<file path="src/rtl/rom_hash_seq_pkg.sv">
package rom_hash_seq_pkg;

    localparam int STATE_W = 3;

    typedef enum logic [STATE_W-1:0] {
        ST_FEED_LO    = 3'd0,
        ST_FEED_HI    = 3'd1,
        ST_ROM_FIRST  = 3'd2,
        ST_HASH_FIRST = 3'd3,
        ST_COMPARE    = 3'd4,
        ST_PASSED     = 3'd5,
        ST_LOCKED     = 3'd6
    } seq_state_e;

    typedef struct packed {
        seq_state_e state;
        logic       start;
        logic       rd_req;
    } seq_regs_t;

endpackage

</file>
<file path="src/rtl/rom_hash_seq_guard.sv">
module rom_hash_seq_guard
    import rom_hash_seq_pkg::*;
(
    input  seq_state_e state_q,
    input  logic       cnt_done_i,
    input  logic       hash_done_i,
    input  logic       cmp_done_i,
    input  logic       cmp_alert_i,
    input  logic       cnt_tamper_i,
    output logic       order_err_o,
    output logic       alert_o
);

    logic cmp_early;
    logic cnt_early;
    logic hash_stray;
    logic own_alert;

    always_comb begin
        cmp_early   = cmp_done_i && !(state_q inside {ST_COMPARE, ST_PASSED});
        cnt_early   = cnt_done_i && (state_q == ST_FEED_LO);
        hash_stray  = hash_done_i && !(state_q inside {ST_FEED_HI, ST_ROM_FIRST});
        order_err_o = cmp_early | cnt_early | hash_stray;
        own_alert   = order_err_o | (state_q == ST_LOCKED);
        alert_o     = own_alert | cmp_alert_i | cnt_tamper_i;
    end

endmodule

</file>
<file path="src/rtl/rom_hash_seq_next.sv">
module rom_hash_seq_next
    import rom_hash_seq_pkg::*;
(
    input  seq_state_e state_q,
    input  logic       cnt_last_i,
    input  logic       cnt_done_i,
    input  logic       hash_rdy_i,
    input  logic       hash_done_i,
    input  logic       hash_err_i,
    input  logic       cmp_done_i,
    input  logic       force_lock_i,
    output logic       hash_vld_o,
    output seq_state_e state_d
);

    seq_state_e after_done;

    always_comb begin
        hash_vld_o = hash_rdy_i | (state_q inside {ST_FEED_HI, ST_HASH_FIRST});
        after_done = hash_err_i ? ST_LOCKED : ST_COMPARE;
        state_d    = state_q;

        unique case (state_q)
            ST_FEED_LO: begin
                if (cnt_last_i && hash_rdy_i && hash_vld_o) begin
                    state_d = ST_FEED_HI;
                end
            end
            ST_FEED_HI: begin
                unique case ({hash_done_i, cnt_done_i})
                    2'b01:   state_d = ST_ROM_FIRST;
                    2'b10:   state_d = hash_err_i ? ST_LOCKED : ST_HASH_FIRST;
                    2'b11:   state_d = after_done;
                    default: state_d = ST_FEED_HI;
                endcase
            end
            ST_ROM_FIRST: begin
                if (hash_done_i) begin
                    state_d = after_done;
                end
            end
            ST_HASH_FIRST: begin
                if (cnt_done_i) begin
                    state_d = ST_COMPARE;
                end
            end
            ST_COMPARE: begin
                if (cmp_done_i) begin
                    state_d = ST_PASSED;
                end
            end
            ST_PASSED: state_d = ST_PASSED;
            default:   state_d = ST_LOCKED;
        endcase

        if (force_lock_i) begin
            state_d = ST_LOCKED;
        end
    end

endmodule

</file>
<file path="src/rtl/rom_hash_seq.sv">
module rom_hash_seq
    import rom_hash_seq_pkg::*;
(
    input  logic               clk,
    input  logic               rst_n,
    input  logic               cnt_last_i,
    input  logic               cnt_done_i,
    input  logic               cnt_rd_i,
    input  logic               hash_rdy_i,
    input  logic               hash_done_i,
    input  logic               hash_err_i,
    input  logic               cmp_done_i,
    input  logic               cmp_alert_i,
    input  logic               cnt_tamper_i,
    output logic               hash_vld_o,
    output logic [STATE_W-1:0] state_o,
    output logic               alert_o,
    output logic               cmp_start_o,
    output logic               rd_req_o
);

    seq_regs_t  regs_d;
    seq_regs_t  regs_q;
    seq_state_e state_q;
    seq_state_e state_d;
    logic       order_err;
    logic       alert;

    assign state_q = regs_q.state;

    rom_hash_seq_guard u_guard (
        .state_q      (state_q),
        .cnt_done_i   (cnt_done_i),
        .hash_done_i  (hash_done_i),
        .cmp_done_i   (cmp_done_i),
        .cmp_alert_i  (cmp_alert_i),
        .cnt_tamper_i (cnt_tamper_i),
        .order_err_o  (order_err),
        .alert_o      (alert)
    );

    rom_hash_seq_next u_next (
        .state_q      (state_q),
        .cnt_last_i   (cnt_last_i),
        .cnt_done_i   (cnt_done_i),
        .hash_rdy_i   (hash_rdy_i),
        .hash_done_i  (hash_done_i),
        .hash_err_i   (hash_err_i),
        .cmp_done_i   (cmp_done_i),
        .force_lock_i (alert),
        .hash_vld_o   (hash_vld_o),
        .state_d      (state_d)
    );

    always_comb begin
        regs_d        = regs_q;
        regs_d.state  = state_d;
        regs_d.start  = (state_q != ST_COMPARE) && (state_d == ST_COMPARE);
        regs_d.rd_req = cnt_rd_i && (state_q == ST_FEED_LO) && !cnt_last_i;
    end

    always_ff @(posedge clk or negedge rst_n) begin
        if (!rst_n) begin
            regs_q <= '{state: ST_FEED_LO, start: 1'b0, rd_req: 1'b0};
        end else begin
            regs_q <= regs_d;
        end
    end

    assign state_o     = regs_q.state;
    assign cmp_start_o = regs_q.start;
    assign rd_req_o    = regs_q.rd_req;
    assign alert_o     = alert;


    locked_hold_chk: assert property (@(posedge clk) disable iff (!rst_n)
        state_q == ST_LOCKED |=> state_q == ST_LOCKED);


    alert_lock_chk: assert property (@(posedge clk) disable iff (!rst_n)
        alert_o |=> state_q == ST_LOCKED);


    order_alert_chk: assert property (@(posedge clk) disable iff (!rst_n)
        order_err |-> alert_o);


    start_entry_chk: assert property (@(posedge clk) disable iff (!rst_n)
        cmp_start_o |-> (state_q == ST_COMPARE && $past(state_q) != ST_COMPARE));


    rdreq_src_chk: assert property (@(posedge clk) disable iff (!rst_n)
        rd_req_o |-> $past(state_q) == ST_FEED_LO);


    hi_entry_chk: assert property (@(posedge clk) disable iff (!rst_n)
        (state_q == ST_FEED_HI && $past(state_q) == ST_FEED_LO)
        |-> $past(cnt_last_i && hash_rdy_i));


    passed_exit_chk: assert property (@(posedge clk) disable iff (!rst_n)
        state_q == ST_PASSED |=> state_q inside {ST_PASSED, ST_LOCKED});

endmodule

</file>
<file path="config.mk">
export PLATFORM = sky130hd
export DESIGN_NAME = rom_hash_seq
export DESIGN_NICKNAME = d
export VERILOG_FILES = /design/src/rtl/rom_hash_seq_pkg.sv /design/src/rtl/rom_hash_seq_guard.sv /design/src/rtl/rom_hash_seq_next.sv /design/src/rtl/rom_hash_seq.sv
export SDC_FILE = /design/constraint.sdc
export NUM_CORES = 1
export LEC_CHECK = 0
export BUFFER_PORTS_ARGS = -buffer_cell sky130_fd_sc_hd__clkbuf_2
export CORE_MARGIN = 2
export CORE_UTILIZATION = 25
export CTS_CLUSTER_SIZE = 28
export DETAILED_ROUTE_END_ITERATION = 8
export HOLD_SLACK_MARGIN = 0.05
export PLACE_DENSITY_LB_ADDON = 0.3
export SKIP_CTS_REPAIR_TIMING = 1
export SYNTH_ARGS = -nofsm -noshare
export SYNTH_HDL_FRONTEND = slang
export SYNTH_SLANG_ARGS = --single-unit
</file>
<file path="constraint.sdc">
create_clock -name clk -period 3.05 [get_ports clk]
set_input_delay 0.1525 -clock clk [delete_from_list [all_inputs] [get_ports clk]]
set_output_delay 0.1525 -clock clk [all_outputs]
set_load 0.03 [all_outputs]
</file>
**Word-level counts from Yosys, hierarchy flattened**

Cells that the tools add are included.

- Bits in registers: 5
- Output and inout port bits: 7
- Logic and storage cells: 44

- Equality and inequality tests: 11
- Mux-type cells: 9
- Bitwise gates (word level): 6
- Reduce and logical (&&, ||, !) cells: 15

Operator list:

| operator | number |
|---|---|
| $mux W3 | 6 |
| $pmux W3 S6 | 1 |
| $eq A3 B3 Y1 const B | 4 |
| $pmux W3 S3 | 1 |
| $logic_and A1 B1 Y1 | 8 |
| $eq A3 B2 Y1 const B | 2 |
| $or A1 B1 Y1 | 6 |
| $reduce_bool A2 Y1 | 3 |
| $eq A2 B2 Y1 const B | 2 |
| $eq A3 B1 Y1 const B | 1 |
| $logic_not A1 Y1 | 3 |
| $logic_not A3 Y1 | 1 |
| $ne A3 B3 Y1 const B | 1 |
| $eq A2 B1 Y1 const B | 1 |
| $mux W2 | 1 |

**Depth between registers and ports, before layout**

- Depth in word-level cells: 12
- Gate-level depth with buffers: 5
- Depth with buffers taken out: 4

**Modules after synthesis**

From an unflattened synthesis, not the netlist that was laid out.

- Cell total of the unflattened synthesis: 40
- Area, all modules: 360.3 µm²

Modules (own cells, without submodules):

| module | instances | cells each | area each (µm²) | sequential area each (µm²) |
|---|---|---|---|---|
| rom_hash_seq | 1 | 10 | 158.9 | 125.1 |
| rom_hash_seq_next | 1 | 19 | 132.6 | 0.0 |
| rom_hash_seq_guard | 1 | 11 | 68.8 | 0.0 |

**Worst setup path before layout**

No wires, ideal clock.

- Kind: reg-to-reg
- From: register regs_q, in the netlist state_o[1]
- To: register regs_q, in the netlist state_o[2]
- Library setup time: 0.124 ns
- Arrival time: 1.742 ns
- Required time: 2.926 ns
- Setup slack: 1.183 ns
- Stages on the path, launching flop included: 6
- Path buffers: 1
- Period minus slack after synthesis: 1.867 ns
- Cells stage by stage: dfrtp_1 buf_4 nor4b_1 or4_4 nand3b_4 or2_1

RTL lines:

| what | line | RTL |
|---|---|---|
| start: declaration | rom_hash_seq.sv:23 | `seq_regs_t regs_q;` |
| start signal: assignment | rom_hash_seq.sv:64 | `regs_q <= '{state: ST_FEED_LO, start: 1'b0, rd_req: 1'b0};` |
| start signal: assignment | rom_hash_seq.sv:66 | `regs_q <= regs_d;` |

**Worst setup path in the final report**

- From: register regs_q, in the netlist state_o[0]
- To: output port alert_o

- Cells in the longest elaborated chain, start to end: 9
- Elaborated cells on any way between the ends: 18

RTL lines:

| what | line | RTL |
|---|---|---|
| $eq A3 B3 Y1 | rom_hash_seq_guard.sv:20 | `cmp_early = cmp_done_i && !(state_q inside {ST_COMPARE, ST_PASSED});` |
| $reduce_bool A2 Y1 | rom_hash_seq_guard.sv:20 |  |
| $logic_not A1 Y1 | rom_hash_seq_guard.sv:20 |  |
| $logic_and A1 B1 Y1 | rom_hash_seq_guard.sv:20 |  |
| $or A1 B1 Y1 (2 in a row) | rom_hash_seq_guard.sv:23 | `order_err_o = cmp_early \| cnt_early \| hash_stray;` |
| $or A1 B1 Y1 (*) | rom_hash_seq_guard.sv:24 | `own_alert = order_err_o \| (state_q == ST_LOCKED);` |
| $or A1 B1 Y1 (*) (2 in a row) | rom_hash_seq_guard.sv:25 | `alert_o = own_alert \| cmp_alert_i \| cnt_tamper_i;` |
| end: declaration | rom_hash_seq.sv:17 | `output logic alert_o,` |

Mark *: on every way between the ends. The rest lies on a longest branch, timed or not.

==> results.ini <==
[critical_path]
timing.critical_path.cells = and3b_1 -> or4_4 -> nand3b_4 -> clkbuf_2
r2r_setup_slack_ns = 1.30
r2r-start = state_o[0]
worst_ep_required_time_ns = 2.90
arrival_ns = 1.84
ff2ff_path_depth = 4
crit_path_start_kind = flip-flop
slowest_delay_ns = 0.58
critPathKind = flip-flop to primary output
crit_path_end_kind = primary output
worstReg2RegEnd = state_o[2]
crit_slowest_cell = dfrtp_1
crit_fanout = 14

[power_and_ir_drop]
peakVddDrop_mv = 0.0965
power_density_nw_per_um2 = 311
power.leakage_nw = 0.234

[global_routing]
grt_pass1_wl_microns = 1460
grt-busiest-layer = met1
grt_max_degree = 15
antenna_found_initial = 0
use_met1_pct = 15.2
track_usage_pct = 10.1
grt_pass1_vias = 350
grt-ovfl-total = 0
use_met3_pct = 2.08
grt_use_met2_pct = 14.0

[job]
max_cap_violations = 0

[final_layout]
areaGrowthSynthToFinish_pct = 32.3
drive_above_1_share_pct = 34.9
final_nets = 75
n_antenna_cell = 0

[sta]
finClkSkew_ns = 0.00534
fin_crit_sh_pct = 65.2
setup_tns_ns = 0
fmax_mhz = 503
tightest_slew_ns = 0.397
slew_violations = 0
fin_ws_ns = 1.06
min_period_ns = 1.99
rsz0062_at_grt = no
setup_viol = 0
slew_headroom_pct = 73.5
hold_violations = 0

[floorplanning]
start_util_pct = 26.4
die_y_microns = 43.4
dieWidth_microns = 43.4
die-area_sq_um = 1880
coreArea_sq_um = 1470
num_rows = 14
num_io_pins = 18

[clock_network]
clock_sink_count = 5
clockBufferDepth = 2
cts_buffers = 3
cts_tree = done
clk_pin_slew_ns = 0.05
clockRootBuffer = clkbuf_4
clkLatencyLatePin_ns = 0.24
h-tree-depth = 1

[drt]
first_iter_violations = 1
vias = 412
vias_per_cell = 5.22
wire_per_inst_microns = 11.7
antenna_left = 0
drc = 0
drt_wl_total_microns = 925
drt-pass1-iter-count = 3

[synthesis]
synth.distinct_cells = 28
postSynthCellCount = 44
synth.area.top_cells = dfrtp_1 32%, nand3b_4 5.2%, o21ai_0 5.2%
synth_commonest_cells = 5 x dfrtp_1, 4 x o21ai_0, 3 x nand2b_1, 3 x nor2_1
yosysTopAreaCell = dfrtp_1
yosysMostFrequentCell = dfrtp_1
synth_ff_type = dfrtp_1
ys_seq_elements = 5
syn_area_sq_um = 388
yosysSeqAreaShare_pct = 32.3
synth_warnings = 0
synth_top_area_share_pct = 32.3
synth_edf_count = 0
synth_nets = 55
syn-mean-instance-area_sq_um = 8.82
synthArstFlopShare_pct = 100

[worst_hold_path]
worstHoldStart = cnt_rd_i
hold_depth = 2
holdCritPathClass = primary input to flip-flop
min_to = rd_req_o

[place]
dp_hpwl_microns = 743
port_buffers = 17
routabilityCongestion = 0.770
place_ws_ns = 1.31

[outcome]
status = completed

-- layout make-up --
cell class                      instances  area [sq um]
Sequential cell                         5           125
Fill cell                             171           958
Tap cell                               16          20.0
Timing Repair Buffer                   18          95.1
Inverter                                1          3.75
Multi-Input combinational cell         35           243
Clock buffer                            4          26.3
-- placed cells by master, fill, tap and decap left out, drive strengths merged --
cell and count:
nor4 1, or4 1, or2b 1, nand2 1, o211ai 1, clkbuf 21, or2 1, nor4b 1
nand4b 2, or3 1, nand2b 3, xnor2 1, and3b 2, a21oi 2, nor2 3, dlygate4sd3 1
nand3b 2, nor3 2, nor2b 1, a311oi 2, o32ai 1, a31oi 1, dfrtp 5, o21ai 5
inv 1
-- logic make-up (layout without fill, tap and decap cells) --
logic type,Yosys count,after routing,synth area share (%)
AO/OA/AOI/OAI,12,12,19.4
XOR/XNOR,1,1,2.26
AND/OR/NAND/NOR,22,22,41.0
flip-flops,5,5,32.3
buffers and inverters,4,23,5.16
-- how the worst max path moves through the flow --
stage	startpoint	endpoint	slack [ns]	depth (start not counted)
after global routing	state_o[0]	alert_o	0.97	4
after floorplan	state_o[1]	state_o[2]	1.18	5
final	state_o[0]	alert_o	1.06	4
after CTS	state_o[0]	alert_o	1.06	4
after global placement	state_o[0]	state_o[2]	1.34	4
after detailed placement	state_o[0]	state_o[2]	1.31	4
-- through the flow --
stage | hold slack (ns) | std cells | cell area, sq um | utilization (%) | power (W)
2_1_floorplan | -0.143 | 44 | 388 | - | 0.0000739
3_3_place_gp | -0.0267 | 74 | 477 | 32.4 | 0.0000840
3_5_place_dp | -0.0249 | 74 | 477 | 32.4 | 0.0000841
4_1_cts | -0.273 | 78 | 503 | 34.2 | 0.000159
5_1_grt | 0.184 | 79 | 513 | 34.9 | 0.000166
6_report | 0.170 | 79 | 513 | 34.9 | 0.000159
-- power breakdown --
part / total (W) / leakage, nW / internal, W / switching [W]
sequential: 0.0000666 / 0.0594 / 0.0000666 / 0
combinational: 0.0000173 / 0.160 / 0.00000764 / 0.00000967
clock: 0.0000756 / 0.0150 / 0.0000494 / 0.0000262
-- layer usage --
layer | share of wire (%) | vias up
met3 | 6.6 | 0
li1 | - | 207
met2 | 45 | 12
met1 | 49 | 193
met4 | 0 | 0
met5 | 0 | -
-- state kept, by name, indices dropped and copies added (netlist names) --
name	flops
state_o	3
cmp_start_o	1
rd_req_o	1
-- worst max-delay path, delay by kind of cell (launching register included) --
kind / cells / cell delay, ns
simple gates: 3 / 0.82
buf+inv: 1 / 0.19
flops: 1 / 0.58
Power figures use the tool's default switching activity.
